**config.mk**
```make
export PLATFORM = sky130hd
export DESIGN_NAME = sreg_spi_port
export DESIGN_NICKNAME = d
export VERILOG_FILES = /design/src/rtl/sreg_spi_pkg.sv /design/src/rtl/sspi_sync.sv /design/src/rtl/sspi_frame.sv /design/src/rtl/sspi_rdout.sv /design/src/rtl/sreg_spi_port.sv
export SDC_FILE = /design/constraint.sdc
export NUM_CORES = 1
export LEC_CHECK = 0
export CAP_MARGIN = 20
export CELL_PAD_IN_SITES_DETAIL_PLACEMENT = 1
export CELL_PAD_IN_SITES_GLOBAL_PLACEMENT = 1
export CORE_MARGIN = 2
export CORE_UTILIZATION = 30
export DETAILED_ROUTE_END_ITERATION = 12
export DONT_BUFFER_PORTS = 1
export PLACE_DENSITY = 0.52
export SYNTH_ARGS = -nofsm -noshare
export SYNTH_HDL_FRONTEND = slang
export SYNTH_SLANG_ARGS = --single-unit
```
**constraint.sdc**
```tcl
create_clock -name clk -period 3.8 [get_ports clk]
set_input_delay 0 -clock clk [delete_from_list [all_inputs] [get_ports clk]]
set_output_delay 0 -clock clk [all_outputs]
set_load 0.005 [all_outputs]
```
**src/rtl/sreg_spi_pkg.sv**
```systemverilog
package sreg_spi_pkg;
   // index of each serial input inside the synchronizer vector
   localparam int unsigned SIG_SCK = 0;
   localparam int unsigned SIG_CSN = 1;
   localparam int unsigned SIG_DIN = 2;
   localparam int unsigned SIG_W   = 3;
   // idle levels: clock low, select high, data low
   localparam logic [SIG_W-1:0] SIG_IDLE = 3'b010;

   function automatic int unsigned cnt_width(input int unsigned frame_bits);
      return $clog2(frame_bits + 2);
   endfunction
endpackage

```
**src/rtl/sspi_sync.sv**
```systemverilog
module sspi_sync #(
   parameter int unsigned W       = 3,
   parameter int unsigned STAGES  = 2,
   parameter logic [W-1:0] RST_VAL = '0
) (
   input  logic         clk,
   input  logic         rst_n,
   input  logic [W-1:0] d_in,
   output logic [W-1:0] q,
   output logic [W-1:0] q_rise,
   output logic [W-1:0] q_fall
);
   generate
      if (STAGES < 2) begin : g_bad_stages
         $error("sspi_sync: STAGES must be at least 2");
      end
   endgenerate

   logic [W-1:0] pipe [STAGES+1];

   always_ff @(posedge clk or negedge rst_n) begin
      if (!rst_n) begin
         for (int i = 0; i <= STAGES; i++) pipe[i] <= RST_VAL;
      end else begin
         pipe[0] <= d_in;
         for (int i = 1; i <= STAGES; i++) pipe[i] <= pipe[i-1];
      end
   end

   assign q      = pipe[STAGES-1];
   assign q_rise = pipe[STAGES-1] & ~pipe[STAGES];
   assign q_fall = ~pipe[STAGES-1] & pipe[STAGES];
endmodule

```
**src/rtl/sspi_frame.sv**
```systemverilog
module sspi_frame
   import sreg_spi_pkg::*;
#(
   parameter int unsigned CMD_W  = 8,
   parameter int unsigned DATA_W = 16,
   localparam int unsigned FRAME_W = CMD_W + DATA_W,
   localparam int unsigned ADDR_W  = CMD_W - 1,
   localparam int unsigned CNT_W   = cnt_width(FRAME_W)
) (
   input  logic              clk,
   input  logic              rst_n,
   input  logic              cs_act,
   input  logic              cs_rise,
   input  logic              sck_rise,
   input  logic              din,
   output logic [CNT_W-1:0]  bit_cnt,
   output logic              cmd_hit,
   output logic [CMD_W-1:0]  cmd,
   output logic              wr_stb,
   output logic [ADDR_W-1:0] wr_addr,
   output logic [DATA_W-1:0] wr_data
);
   localparam logic [CNT_W-1:0] CNT_CMD_LAST = CNT_W'(CMD_W - 1);
   localparam logic [CNT_W-1:0] CNT_FULL     = CNT_W'(FRAME_W);
   localparam logic [CNT_W-1:0] CNT_OVER     = CNT_W'(FRAME_W + 1);

   logic [FRAME_W-1:0] sr;

   always_ff @(posedge clk or negedge rst_n) begin
      if (!rst_n) begin
         sr      <= '0;
         bit_cnt <= '0;
         cmd_hit <= 1'b0;
      end else begin
         cmd_hit <= cs_act & sck_rise & (bit_cnt == CNT_CMD_LAST);
         if (!cs_act) begin
            bit_cnt <= '0;
         end else if (sck_rise) begin
            sr <= {sr[FRAME_W-2:0], din};
            if (bit_cnt != CNT_OVER) bit_cnt <= bit_cnt + 1'b1;
         end
      end
   end

   assign cmd = sr[CMD_W-1:0];

   // commit: select rises with exactly a full frame held and write flag clear
   always_ff @(posedge clk or negedge rst_n) begin
      if (!rst_n) begin
         wr_stb  <= 1'b0;
         wr_addr <= '0;
         wr_data <= '0;
      end else begin
         wr_stb <= cs_rise & (bit_cnt == CNT_FULL) & ~sr[FRAME_W-1];
         if (cs_rise & (bit_cnt == CNT_FULL) & ~sr[FRAME_W-1]) begin
            wr_addr <= sr[FRAME_W-2:DATA_W];
            wr_data <= sr[DATA_W-1:0];
         end
      end
   end

   a_r2_wr_single: assert property (@(posedge clk) disable iff (!rst_n)
      wr_stb |=> !wr_stb);
   a_r2_wr_after_cs_high: assert property (@(posedge clk) disable iff (!rst_n)
      wr_stb |-> !cs_act);
   a_r4_cnt_bound: assert property (@(posedge clk) disable iff (!rst_n)
      bit_cnt <= CNT_OVER);
endmodule

```
**src/rtl/sspi_rdout.sv**
```systemverilog
module sspi_rdout
   import sreg_spi_pkg::*;
#(
   parameter int unsigned CMD_W  = 8,
   parameter int unsigned DATA_W = 16,
   localparam int unsigned FRAME_W = CMD_W + DATA_W,
   localparam int unsigned ADDR_W  = CMD_W - 1,
   localparam int unsigned CNT_W   = cnt_width(FRAME_W),
   parameter logic [(2**ADDR_W)-1:0] RD_MASK = '0
) (
   input  logic              clk,
   input  logic              rst_n,
   input  logic              cs_act,
   input  logic              sck_fall,
   input  logic [CNT_W-1:0]  bit_cnt,
   input  logic              cmd_hit,
   input  logic [CMD_W-1:0]  cmd,
   input  logic [DATA_W-1:0] rd_data,
   output logic              rd_stb,
   output logic [ADDR_W-1:0] rd_addr,
   output logic              dout,
   output logic              dout_en
);
   localparam logic [CNT_W-1:0] SHIFT_LO = CNT_W'(CMD_W + 1);
   localparam logic [CNT_W-1:0] SHIFT_HI = CNT_W'(FRAME_W - 1);

   logic [DATA_W-1:0] osr;
   logic              rd_act;

   assign rd_stb  = cmd_hit & cmd[CMD_W-1];
   assign rd_addr = cmd[ADDR_W-1:0];

   always_ff @(posedge clk or negedge rst_n) begin
      if (!rst_n) begin
         osr    <= '0;
         rd_act <= 1'b0;
      end else if (!cs_act) begin
         osr    <= '0;
         rd_act <= 1'b0;
      end else if (rd_stb) begin
         osr    <= RD_MASK[rd_addr] ? rd_data : '0;
         rd_act <= 1'b1;
      end else if (sck_fall && bit_cnt >= SHIFT_LO && bit_cnt <= SHIFT_HI) begin
         osr <= {osr[DATA_W-2:0], 1'b0};
      end
   end

   assign dout_en = rd_act & cs_act;
   assign dout    = dout_en & osr[DATA_W-1];

   a_r5_rd_single: assert property (@(posedge clk) disable iff (!rst_n)
      rd_stb |=> !rd_stb);
   a_r8_osr_clear: assert property (@(posedge clk) disable iff (!rst_n)
      !cs_act |=> (osr == '0) && !rd_act);
endmodule

```
**src/rtl/sreg_spi_port.sv**
```systemverilog
module sreg_spi_port
   import sreg_spi_pkg::*;
#(
   parameter int unsigned CMD_W       = 8,
   parameter int unsigned DATA_W      = 16,
   parameter int unsigned SYNC_STAGES = 2,
   parameter logic [(2**(CMD_W-1))-1:0] RD_MASK =
      128'h0000_0000_0000_0000_0000_5555_0000_0000
) (
   input  logic                clk,
   input  logic                rst_n,
   input  logic                spi_sck,
   input  logic                spi_cs_n,
   input  logic                spi_din,
   output logic                spi_dout,
   output logic                spi_dout_en,
   output logic                wr_stb,
   output logic [CMD_W-2:0]    wr_addr,
   output logic [DATA_W-1:0]   wr_data,
   output logic                rd_stb,
   output logic [CMD_W-2:0]    rd_addr,
   input  logic [DATA_W-1:0]   rd_data
);
   localparam int unsigned FRAME_W = CMD_W + DATA_W;
   localparam int unsigned CNT_W   = cnt_width(FRAME_W);

   generate
      if (CMD_W < 2) begin : g_bad_cmd
         $error("sreg_spi_port: CMD_W must be at least 2");
      end
      if (DATA_W < 2) begin : g_bad_data
         $error("sreg_spi_port: DATA_W must be at least 2");
      end
   endgenerate

   logic [SIG_W-1:0] s_q, s_rise, s_fall;
   logic             cs_act, cs_rise, sck_rise, sck_fall;
   logic [CNT_W-1:0] bit_cnt;
   logic             cmd_hit;
   logic [CMD_W-1:0] cmd;
   logic             unused_edges;

   sspi_sync #(.W(SIG_W), .STAGES(SYNC_STAGES), .RST_VAL(SIG_IDLE)) i_sync (
      .clk(clk), .rst_n(rst_n),
      .d_in({spi_din, spi_cs_n, spi_sck}),
      .q(s_q), .q_rise(s_rise), .q_fall(s_fall)
   );

   assign cs_act       = ~s_q[SIG_CSN];
   assign cs_rise      = s_rise[SIG_CSN];
   assign sck_rise     = s_rise[SIG_SCK];
   assign sck_fall     = s_fall[SIG_SCK];
   assign unused_edges = ^{s_rise[SIG_DIN], s_fall[SIG_DIN], s_fall[SIG_CSN]};

   sspi_frame #(.CMD_W(CMD_W), .DATA_W(DATA_W)) i_frame (
      .clk(clk), .rst_n(rst_n),
      .cs_act(cs_act), .cs_rise(cs_rise), .sck_rise(sck_rise),
      .din(s_q[SIG_DIN]),
      .bit_cnt(bit_cnt), .cmd_hit(cmd_hit), .cmd(cmd),
      .wr_stb(wr_stb), .wr_addr(wr_addr), .wr_data(wr_data)
   );

   sspi_rdout #(.CMD_W(CMD_W), .DATA_W(DATA_W), .RD_MASK(RD_MASK)) i_rdout (
      .clk(clk), .rst_n(rst_n),
      .cs_act(cs_act), .sck_fall(sck_fall), .bit_cnt(bit_cnt),
      .cmd_hit(cmd_hit), .cmd(cmd), .rd_data(rd_data),
      .rd_stb(rd_stb), .rd_addr(rd_addr),
      .dout(spi_dout), .dout_en(spi_dout_en)
   );

   a_r8_dout_idle: assert property (@(posedge clk) disable iff (!rst_n)
      !cs_act |-> !spi_dout && !spi_dout_en);
   a_r7_no_dual_strobe: assert property (@(posedge clk) disable iff (!rst_n)
      !(wr_stb && rd_stb));
endmodule

```
# Yosys cells after proc, flatten, opt, wreduce, memory -nomap -nowiden
# Memories as Yosys holds them, arrays and structs flattened.
# Index checks and enable logic that the tools add are counted.
[totals] register_bits=79 rom_bits=128 mem_count=1
[op_classes] addsub=1 n_eq_ne=3 muxes=10 reduce_logical=8 order_cmp=3 n_bitwise=13
[memory_table] memory="(name not given)" depth=128 width=1 rd=1 rd_clocked_by_memory_dff=0 wr=0 line="sspi_rdout.sv:41" text="osr <= RD_MASK[rd_addr] ? rd_data : '0;"
[ops] operator="$mux W16" n=4
[ops] operator="$mux W5" n=3
[ops] operator="$and A1 B1 Y1" n=8
[ops] operator="$lt A7 B8 Y1 const B" n=1
[ops] operator="$reduce_bool A2 Y1" n=3
[ops] operator="$add A5 B1 Y5 const B" n=1
[ops] operator="$eq A5 B3 Y1 const B" n=1
[ops] operator="$eq A5 B5 Y1 const B" n=1
[ops] operator="$ge A5 B4 Y1 const B" n=1
[ops] operator="$le A5 B5 Y1 const B" n=1
[ops] operator="$ne A5 B5 Y1 const B" n=1
[ops] operator="$reduce_and A2 Y1" n=2
[ops] operator="$mux W1" n=3
[ops] operator="$not A1 Y1" n=3
[ops] operator="$reduce_bool A3 Y1" n=1
[ops] operator="$and A2 B2 Y2" n=1
[ops] operator="$logic_and A1 B1 Y1" n=2
[ops] operator="$not A2 Y2" n=1

# Longest topological paths before layout
# Gate-level depths: netlist of the first run.
[depth] word_depth=7 depth_mapped=7 mapped_depth_nobuf=5

# Modules after synthesis
# Synthesis of the first run repeated with hierarchy kept, for this count alone.
[hier_totals] hier_cells=235 area_unflattened_um2=3593.4
[modules_own_cells] mod="sspi_frame" instances=1 cells_each=143 area_per_inst_um2=2248.4 seq_area_each_um2=1351.3
[modules_own_cells] mod="sspi_rdout" instances=1 cells_each=73 area_per_inst_um2=1037.2 seq_area_each_um2=425.4
[modules_own_cells] mod="sspi_sync" instances=1 cells_each=18 area_per_inst_um2=304.0 seq_area_each_um2=229.0
[modules_own_cells] mod="sreg_spi_port" instances=1 cells_each=1 area_per_inst_um2=3.8 seq_area_each_um2=0.0

# Least setup slack after synthesis of the first run
# Ideal clock, no wire load.
[synth_path] path_type="reg-to-reg" startpoint="register i_frame.bit_cnt[0]" endpoint="register i_rdout.osr[10]" arrival_time_ps=1689 path_stages_with_launch=6 path_slack_ps=1984 cell_sequence="dfrtp_1 > ha_1 > and4b_1 > o221ai_2 > buf_2 > mux2_1"
[synth_between] elab_chain_cells=4
[synth_lines] item="from (decl)" line="sspi_frame.sv:16" text="output logic [CNT_W-1:0] bit_cnt,"
[synth_lines] item="from (signal assigned)" line="sspi_frame.sv:40" text="if (bit_cnt != CNT_OVER) bit_cnt <= bit_cnt + 1'b1;"
[synth_lines] item="$ge A5 B4 Y1" line="sspi_rdout.sv:43" text="end else if (sck_fall && bit_cnt >= SHIFT_LO && bit_cnt <= SHIFT_HI) begin"
[synth_lines] item="$logic_and A1 B1 Y1" line="sspi_rdout.sv:43"
[synth_lines] item="$logic_and A1 B1 Y1 *" line="sspi_rdout.sv:43"
[synth_lines] item="$reduce_bool A3 Y1 (no source line) *"
[synth_lines] item="to (signal assigned)" line="sspi_rdout.sv:41"
[synth_lines] item="to (signal assigned)" line="sspi_rdout.sv:44" text="osr <= {osr[DATA_W-2:0], 1'b0};"
[synth_lines] item="to (decl)" line="sspi_rdout.sv:27" text="logic [DATA_W-1:0] osr;"
# Every way passes the cells marked *; elsewhere a longest branch is shown, timed or not.
# A chain may end at the register's enable or synchronous reset.

# Worst setup path in the final report of the first run
[layout_path] startpoint="register i_frame.sr[7]" endpoint="register i_rdout.osr[12]"
[layout_between] elab_chain_cells=3
[layout_lines] item="from (decl)" line="sspi_frame.sv:27" text="logic [FRAME_W-1:0] sr;"
[layout_lines] item="from (signal assigned)" line="sspi_frame.sv:39" text="sr <= {sr[FRAME_W-2:0], din};"
[layout_lines] item="$and A1 B1 Y1 *" line="sspi_rdout.sv:30" text="assign rd_stb = cmd_hit & cmd[CMD_W-1];"
[layout_lines] item="$mux W16" line="sspi_rdout.sv:40" text="end else if (rd_stb) begin"
[layout_lines] item="$mux W16" line="sspi_rdout.sv:37" text="end else if (!cs_act) begin"
# Marks and branches as above.

==> summary.txt, run 1 <==
STA
  – Actual slew at the worst max-slew pin: 0.9045 ns
  – Slew Limit Fails: 0
  – Setup TNS: 0 ns
  – Max Clock Skew: roughly 0.0038 ns
  – FMAX: about 440 MHz
  – Final setup margin: roughly 1.5 ns
  – Minimum clock period: roughly 2.3 ns
  – Finish-stage setup viols: 0
  – Relative slew margins: 0.3970
  – Fin. Hold Viols: 0
  – RSZ-0062 raised after global routing: no
  – Fin crit share: 0.6017

Critical path
  – FF-to-FF End: i_rdout.osr[12]
  – Crit Reg-Reg Startpoint: i_frame.sr[7]
  – R2R setup slack: about 1.5 ns
  – CP Capture Type: register
  – Worst-path fanout max: 17
  – Reg2reg path depth: 3
  – Critical path type: register to register
  – Element type at the critical path start: register
  – Crit path required time: about 4 ns
  – Worst EP arrival: around 2.5 ns

Detailed routing
  – Initial DRC Count: between 70 and 80
  – Final wirelength: 6.699 mm
  – # DRC: 0
  – Avg WL per Cell: ~17 um
  – Vias: between 1500 and 2000
  – Drt first pass iters: 4
  – Vias per cell: ~5
  – Detail Route Antenna Nets: 0

Global route
  – GRT Overall Usage: 0.1180
  – Number of global-route vias before repair: 2019
  – Largest net degree at the start of global routing: 80
  – Initial antenna violation count: 0
  – First-pass GRT wire length: about 11 mm
  – GRT Residual Overflow: 0

Synth
  – Synth Net Count: 250
  – Async set-reset flop share out of synthesis: 1.000
  – Largest area contributor in the netlist: dfrtp_1
  – Cell Area, Synth: approximately 3400 sq um
  – Sequential fraction of the synthesis area: 0.5801
  – Yosys cell types: 37
  – Most numerous cell in the Yosys netlist: dfrtp_1
  – Synthesis Warnings: 0
  – Synth Flop Type: dfrtp_1
  – Syn_area_per_cell: 15.11 sq um
  – Post-synth EDFFs: 0
  – Most frequent cells after synthesis: dfrtp_1 (76), mux2_2 (28), mux2_4 (19), mux2_1 (17), a32o_1 (15)
  – FF+latch count, synth: 79
  – Synth top area cells: dfrtp_1 (56%), mux2_2 (9.2%), mux2_4 (8.4%), mux2_1 (5.6%), a32o_1 (4.4%)
  – Synth Instances: roughly 230
  – Yosys top cell area share: 0.5570

Power and ir drop
  – Pwr dens: 490.6 nW/um^2
  – Tot Pwr: approximately 2000 uW
  – Leak: 0.001901 uW
  – VDD IR max: between 0.2 and 0.3 mV

Final layout
  – Fillers: 1113
  – N_diodes: 0
  – Layout area overhead: 16.97%
  – Nets: about 270
  – Layout cells sized above 1: 0.3130

Floorplanning
  – Core ar.: 10980 sq um
  – Die Ht: 110.7 um
  – Die X-Extent: 110.7 um
  – I/O Pins: 55
  – Initial core utilization: 0.3109
  – Die ar.: approximately 12000 sq um
  – Std cell rows: 38

Clock tree
  – Longest Clk Path Bufs: 2
  – Cts hold-fix bufs: 21
  – Post-CTS setup buffer count: 0
  – CTS sink cnt: between 70 and 80
  – Clk_lat worst skew: about 0.34 ns
  – Clk root buf: clkbuf_16
  – Post-CTS resize count: 0
  – Clock slew at reported path FFs: around 0.06 ns
  – H-tree levels: 3
  – Cts bufs inserted: 9
  – CTS tree: built

Placed design
  – Global placement routability congestion: between 0.7 and 0.8
  – DP HPWL: ~4 mm
  – Pre-CTS WS: between 1.5 and 2 ns
  – I/O Buffers: 0

Hold path
  – Sink of the worst hold path: i_sync.pipe[7]
  – Hold path start: spi_cs_n
  – Hold path depth: 1
  – Hold/Removal Path Class: primary input to register

Flow run
  – Max-cap violations: 0

Outcome
  – Outcome: finished clean
[placed cells by master, fill, tap and decap left out, drive strengths merged, types with 2 or more instances in the layout]
cell	synthesis	final
or4	2	2
nand4	2	2
nor4b	2	2
inv	4	5
ha	3	3
a32o	15	15
clkbuf	4	10
clkinvlp	0	2
buf	16	4
nand4bb	2	2
nand3	3	3
and2	2	2
a21oi	4	4
dfstp	3	3
mux2	64	64
nor2b	4	4
dlygate4sd3	0	20
o21ai	4	4
clkinv	0	2
and4b	2	2
nor2	3	3
dfrtp	76	76
nand2	3	3
[cell type report]
| class | count | area (sq um) | area share |
|---|---|---|---|
| sequential | 79 | 1981 | 0.4959 |
| clock buffer | 10 | 239.0 | 0.05984 |
| timing repair buffer | 24 | 250.2 | 0.06266 |
| inverter | 4 | 15.01 | 0.003759 |
| clock inverter | 6 | 67.56 | 0.01692 |
| tap | 140 | 175.2 | 0.04386 |
| multi-input combinational | 123 | 1266 | 0.3170 |
[metrics by stage]
step | instances | cell area, sq um | hold slack, ns | util
floorplan | 226 | 3415 | -0.2956 | -
global placement | 349 | 3460 | -0.2933 | 0.3150
detailed placement | 349 | 3460 | -0.2940 | 0.3150
CTS | 386 | 3994 | 0.1941 | 0.3636
global route | 386 | 3994 | 0.2068 | 0.3636
finish | 386 | 3994 | 0.2104 | 0.3636
[routing by layer]
metal / global-route usage / wire (um) / part of all wire
met5: 0 / 0 / 0
met4: 0.05000 / 125 / 0.019
met3: 0.04647 / 412 / 0.062
met2: 0.1791 / 3107 / 0.46
met1: 0.1499 / 3054 / 0.46
[sequential cells by signal, summed over array words and instances, names as in the netlist]
signal	cells
i_frame.wr_stb	1
i_frame.sr	24
i_frame.wr_addr	7
i_frame.wr_data	16
i_sync.q	3
i_frame.cmd_hit	1
i_rdout.osr	16
i_sync.pipe	5
i_rdout.rd_act	1
i_frame.bit_cnt	5
[cell families (layout without fill, tap and decap cells)]
logic type,Yosys count,in the layout,share of synthesized area
DFF,79,79,0.5801
buffers and inverters,24,44,0.04983
AOI/OAI and AO/OA,25,25,0.06302
adders and majority gates,3,3,0.01099
muxes,64,64,0.2320
and+or+nand+nor,31,31,0.06412
[worst max path at each step]
stage                  startpoint              end  slack [ns]  cells past startpoint
6_report            i_frame.sr[7]  i_rdout.osr[12]        1.51                      3
5_1_grt             i_frame.sr[7]  i_rdout.osr[10]        1.32                      3
4_1_cts             i_frame.sr[7]  i_rdout.osr[12]        1.51                      3
3_5_place_dp        i_frame.sr[7]  i_rdout.osr[12]        1.53                      3
3_3_place_gp        i_frame.sr[7]  i_rdout.osr[12]        1.53                      3
2_1_floorplan  i_frame.bit_cnt[0]  i_rdout.osr[10]        1.98                      5
[where the power goes]
group	switching, uW	leakage [uW]	internal (uW)
registers	65.4	0.00107	888
clock network	355	0.000145	529
logic	59.2	0.000687	62.9
[critical path, stage by stage, from the launching register on]
cell      delay (ns)
dfrtp_1         0.43
a21oi_2         0.68
o221ai_2        0.58
mux2_1          0.47
Note: power is estimated with default switching activity, not from simulation.
==> inputs of run 2 (changes only) <==
- PLACE_DENSITY: 0.52 -> 0.54
- clock period: 3.8 -> 1.9 ns (I/O delays scaled with it)
==> run 2 against run 1 <==
Compared with the run above: sequential power grew 99%; worst hold slack got worse by 0.0062 ns; die area is the same; total power grew 110%; critical endpoint is now i_rdout.osr[13].
==> summary.txt, run 2 (synthesized netlist as in run 1, its figures left out) <==
STA
  – Fin. Hold Viols: 0
  – FMAX: between 500 and 600 MHz
  – Relative slew margins: 0.6661
  – Actual slew at the worst max-slew pin: 0.4998 ns
  – Max Clock Skew: ~0.0063 ns
  – Minimum clock period: ~1.8 ns
  – Slew Limit Fails: 0
  – Finish-stage setup viols: 0
  – Final setup margin: approximately 0.061 ns
  – Setup TNS: 0 ns
  – Fin crit share: 0.9680
  – Final hold slack: slightly above 0.2 ns

Critical path
  – Worst-path fanout max: 8
  – FF-to-FF End: i_rdout.osr[13]
  – Element type at the critical path start: register
  – Reg2reg path depth: 6
  – CP Capture Type: register
  – R2R setup slack: a little over 0.06 ns
  – Critical path type: register to register
  – Crit Reg-Reg Startpoint: i_frame.bit_cnt[0]
  – Crit path required time: 2.12 ns
  – Worst EP arrival: between 2 and 2.5 ns

Final layout
  – N_diodes: 0
  – Most frequent cells in the layout: dfrtp_1 (75), mux2_2 (28), mux2_4 (22), dlygate4sd3_1 (20), a32o_1 (15)
  – Layout area overhead: 24.81%
  – Biggest regs: i_frame.sr: 24 flops, i_frame.wr_data: 16 flops, i_rdout.osr: 16 flops
  – Layout Cells excl Fill: 400
  – Layout cells sized above 1: 0.3808
  – Max reg flops: 24
  – Most flops, register: i_frame.sr
  – Nets: 279
  – Most common cell after layout, fill and taps aside: dfrtp_1

Power and ir drop
  – Pwr dens: 961.6 nW/um^2
  – Tot Pwr: just over 4000 uW
  – Leak: just over 0.002 uW
  – VDD IR max: around 0.44 mV

Hold path
  – Hold/Removal Path Class: primary input to asynchronous set/reset pin

Flow run
  – Max-cap violations: 0

Global route
  – Number of global-route vias before repair: approximately 2100
  – GRT Overall Usage: 0.1141
  – GRT Residual Overflow: 0
  – Initial antenna violation count: 0
  – Largest net degree at the start of global routing: 80
  – First-pass GRT wire length: about 11 mm

Clock tree
  – Longest Clk Path Bufs: 2
  – Clock slew at reported path FFs: 0.06 ns
  – Clk root buf: clkbuf_16
  – CTS tree: built
  – CTS sink cnt: 79
  – Cts bufs inserted: 9
  – H-tree levels: 3
  – Clk_lat worst skew: 0.34 ns

Detailed routing
  – Avg WL per Cell: approximately 17 um
  – Drt first pass iters: 4
  – Detail Route Antenna Nets: 0
  – Initial DRC Count: 80
  – Final wirelength: around 6.9 mm
  – Vias: 1967
  – # DRC: 0
  – Vias per cell: around 5

Floorplanning
  – Core ar.: about 11000 sq um
  – Die X-Extent: 110.7 um
  – Die ar.: 12250 sq um
  – Die Ht: between 100 and 150 um
  – Initial core utilization: 0.3109
  – Std cell rows: 38
  – I/O Pins: between 50 and 60

Placed design
  – Global placement routability congestion: approximately 0.75
  – I/O Buffers: 0
  – DP HPWL: around 4.3 mm
  – Cells after DPL: 360
  – Pre-CTS WS: -0.02617 ns

Outcome
  – Outcome: finished clean
==> run 2: worst max-delay path by stage <==
stage                  startpoint                  to  cells past startpoint
6_report       i_frame.bit_cnt[0]     i_rdout.osr[13]                      6
5_1_grt        i_frame.bit_cnt[0]     i_rdout.osr[11]                      5
4_1_cts        i_frame.bit_cnt[0]  i_frame.wr_data[0]                      6
3_5_place_dp        i_frame.sr[7]     i_rdout.osr[13]                      4
3_3_place_gp        i_frame.sr[7]     i_rdout.osr[13]                      4
2_1_floorplan  i_frame.bit_cnt[0]     i_rdout.osr[10]                      5
==> run 2: report_power, final <==
part	switching (uW)	total (uW)	internal, uW	leakage (uW)
Sequential	126	1900	1780	0.00107
Combinational	145	304	159	0.000795
Clock	723	1890	1170	0.000157
==> run 2: timing repair <==
action,CTS,global route
buffers inserted,0,2
gates cloned,0,1
hold buffers,21,0
pin swaps,0,2
endpoints found under the hold margin,98,0
resized for setup,1,13
endpoints found under the setup margin,11,38
==> run 2: layer usage <==
layer | track usage | vias to the layer above | wire length (um)
li1 | - | 886 | -
met1 | 0.1403 | 1021 | 3063
met2 | 0.1828 | 52 | 3384
met3 | 0.04319 | 8 | 348
met4 | 0.04250 | 0 | 90
met5 | 0 | - | 0
==> run 2: worst max-delay path, cell delays in order (launching register included) <==
cell,delay [ns]
dfrtp_2,0.45
buf_6,0.15
ha_4,0.15
and4b_2,0.32
o221ai_4,0.15
buf_12,0.19
mux2_1,0.31
==> run 2: final cells by class <==
class	instances	area, sq um
fill	1114	6721
sequential	79	1982
multi-input combinational	123	1335
timing repair buffer	38	426.7
clock buffer	9	225.2
tap	140	175.2
clock inverter	7	102.6
inverter	4	15.01
==> run 2: through the flow <==
step / instance area, sq um / util
6_report: 4262 / 0.3880
5_1_grt: 4262 / 0.3880
4_1_cts: 4155 / 0.3783
3_5_place_dp: 3592 / 0.3271
3_3_place_gp: 3592 / 0.3271
2_1_floorplan: 3415 / -
==> inputs of run 3 (changes only) <==
- ABC_AREA: not set -> 1
- GPL_TIMING_DRIVEN: not set -> 0
- PLACE_DENSITY: 0.54 -> 0.58
==> run 3 against run 2 <==
Compared with the run above: via count grew 32%; global-route usage grew 3.3 points; maximum frequency grew 12%; combinational power shrank 14%; core utilization shrank 2.4 points; clock power shrank 32%; worst hold slack lost 0.033 ns; sequential power shrank 6%.
==> summary.txt, run 3 <==
Critical path
  – Top delay family on crit path: simple AND/OR/NAND/NOR gates
  – Slowest cell on the critical path: nor2_1
  – Worst-path fanout max: 10
  – R2R setup slack: ~0.26 ns
  – FF-to-FF End: i_rdout.osr[8]
  – Crit Reg-Reg Startpoint: i_frame.sr[4]
  – Crit path required time: between 2 and 2.5 ns
  – Worst EP arrival: around 1.9 ns
  – Critical path type: register to register
  – Levels on crit path: 8
  – CP Buf/Inv Count: 2
  – Largest stage delay, worst path: between 0.4 and 0.5 ns
  – Reg2reg path depth: 8
  – CP Capture Type: register
  – Cell mode on critical path: nand2_1
  – CP Cell Sequence: inv_1 > nand3_1 > nor2_1 > buf_4 > nand3_1 > nand2_1 > nand2_1 > nand2_1
  – Element type at the critical path start: register

Final layout
  – Biggest regs: i_frame.sr: 24 flops, i_frame.wr_data: 16 flops, i_rdout.osr: 16 flops
  – Final Cell Area: 3968 sq um
  – Layout area overhead: 17.88%
  – N_diodes: 0
  – Most flops, register: i_frame.sr
  – Most frequent cells in the layout: nand2_1 (181), dfrtp_1 (76), nand3_1 (41), o21ai_0 (21), dlygate4sd3_1 (20)
  – Final Util: 0.3644
  – Layout Cells excl Fill: around 570
  – Layout cells sized above 1: 0.1082
  – Max reg flops: 24
  – Nets: 444
  – Most common cell after layout, fill and taps aside: nand2_1

Placed design
  – I/O Buffers: 0
  – Cells after DPL: between 500 and 600
  – Global placement routability congestion: between 0.7 and 0.8
  – Area of placed instances: 3541 sq um
  – DP HPWL: between 5 and 6 mm

STA
  – Actual slew at the worst max-slew pin: about 0.55 ns
  – Relative slew margins: 0.6306
  – Final hold slack: between 0.15 and 0.2 ns
  – Fin. Hold Viols: 0
  – Setup TNS: 0 ns
  – Max Clock Skew: about 0.008 ns
  – RSZ-0062 raised after global routing: no
  – Fin crit share: 0.8640
  – Slew Limit Fails: 0
  – FMAX: 609.2 MHz
  – Finish-stage setup viols: 0
  – Minimum clock period: 1.642 ns

Floorplanning
  – Die Ht: 109.9 um
  – Initial core utilization: 0.3091
  – I/O Pins: 55
  – Core ar.: approximately 11000 sq um
  – Die X-Extent: around 110 um
  – Std cell rows: 38
  – Die ar.: about 12000 sq um

Hold path
  – Hold/Removal Path Class: primary input to asynchronous set/reset pin

Clock tree
  – Clk_lat worst skew: between 0.3 and 0.4 ns
  – H-tree levels: 3
  – Post-CTS setup buffer count: 0
  – CTS sink cnt: 79
  – Cts bufs inserted: 9
  – Clk root buf: clkbuf_8
  – CTS tree: built
  – Clock slew at reported path FFs: 0.09 ns
  – Longest Clk Path Bufs: 2

Detailed routing
  – Avg WL per Cell: around 15 um
  – Vias per cell: 4.604
  – Drt first pass iters: 4
  – Vias: about 2600
  – Detail Route Antenna Nets: 0
  – # DRC: 0
  – Initial DRC Count: between 100 and 150
  – Final wirelength: 8.211 mm

Synth
  – Most numerous cell in the Yosys netlist: nand2_1
  – Synth Net Count: a little over 400
  – Async set-reset flop share out of synthesis: 1.000
  – Syn_area_per_cell: about 8.7 sq um
  – Post-synth EDFFs: 0
  – Yosys cell types: 23
  – FF+latch count, synth: between 70 and 80
  – Sequential fraction of the synthesis area: 0.5885
  – Synth Flop Type: dfrtp_1
  – Synth Instances: approximately 390
  – Yosys top cell area share: 0.5651
  – Synthesis Warnings: 0
  – Most frequent cells after synthesis: nand2_1 (181), dfrtp_1 (76), nand3_1 (41), o21ai_0 (21), inv_1 (17)
  – Cell Area, Synth: ~3400 sq um
  – Synth top area cells: dfrtp_1 (57%), nand2_1 (20%), nand3_1 (6.1%), o21ai_0 (3.1%), dfstp_2 (2.3%)
  – Largest area contributor in the netlist: dfrtp_1

Power and ir drop
  – VDD IR max: 0.4155 mV
  – Leak: 0.002078 uW
  – Sw Pwr: approximately 850 uW
  – Logic pwr share: 0.078
  – Clock Power Share: 0.386
  – Switching Fraction: 0.2538
  – Share of power burned in registers: 0.536
  – Pwr dens: around 840 nW/um^2
  – Int Pwr: ~2500 uW

Global route
  – Initial antenna violation count: 0
  – Number of global-route vias before repair: ~2700
  – GRT Overall Usage: 0.1469
  – First-pass GRT wire length: between 10 and 15 mm
  – GRT Residual Overflow: 0
  – Largest net degree at the start of global routing: 80

Outcome
  – Outcome: finished clean

Flow run
  – Max-cap violations: 0
==> run 3: power groups by stage <==
stage / Combinational [uW] / Clock, uW / Sequential (uW)
3_3_place_gp: 189 / 0 / 1820
4_1_cts: 269 / 1330 / 1790
3_5_place_dp: 192 / 0 / 1820
6_report: 261 / 1290 / 1790
2_1_floorplan: 149 / 0 / 1800
5_1_grt: 297 / 1400 / 1800
==> run 3: how the worst max path moves through the flow <==
stage,slack [ns],end,startpoint
after global placement,0.26,i_rdout.osr[8],i_frame.sr[4]
after floorplan,0.50,i_frame.wr_data[3],i_frame.bit_cnt[0]
after CTS,0.21,i_rdout.osr[8],i_frame.sr[0]
after detailed placement,0.23,i_rdout.osr[8],i_frame.sr[4]
after global routing,0.06,i_rdout.osr[7],i_frame.sr[0]
final,0.26,i_rdout.osr[8],i_frame.sr[4]
==> run 3: cell families after synthesis <==
family	Yosys count	share of synthesized area
adders and majority gates	3	0.01115
buffers and inverters	42	0.06505
DFF	79	0.5885
and+or+nand+nor	240	0.2974
AOI/OAI and AO/OA	22	0.03271
xor gates and xnor gates	2	0.005205
==> run 3: area by class of cell <==
cell class | instances | area, sq um
Tap cell | 140 | 175.2
Buffer | 23 | 147.6
Timing Repair Buffer | 21 | 227.7
Sequential cell | 79 | 1981
Clock inverter | 5 | 57.56
Multi-Input combinational cell | 267 | 1166
Fill cell | 1280 | 6920
Inverter | 19 | 71.32
Clock buffer | 11 | 141.4
==> run 3: metrics by stage <==
stage / total power, uW / worst slack [ns]
after floorplan: 1954 / 0.4967
after global placement: 2009 / 0.2646
after detailed placement: 2015 / 0.2281
after CTS: 3390 / 0.2084
after global routing: 3497 / 0.05691
final: 3333 / 0.2584
==> run 3: worst reg2reg max path, delay by kind of cell (launching register included) <==
kind	cells	cell delay, ns
AND/OR/NAND/NOR	6	0.80
flip-flops	1	0.40
buffers and inverters	2	0.37
==> run 3: layer usage <==
| layer | vias up | wire length, um | global-route usage |
|---|---|---|---|
| met5 | - | 0 | 0 |
| met4 | 0 | 112 | 0.05154 |
| met3 | 10 | 415 | 0.04564 |
| met2 | 45 | 3763 | 0.2362 |
| met1 | 1275 | 3919 | 0.1862 |
| li1 | 1271 | - | - |
==> run 3: what timing repair did <==
| action | in CTS | in global routing |
|---|---|---|
| hold buffers | 21 | 0 |
| hold endpoints to repair | 98 | 0 |
| gates resized for setup | 0 | 0 |
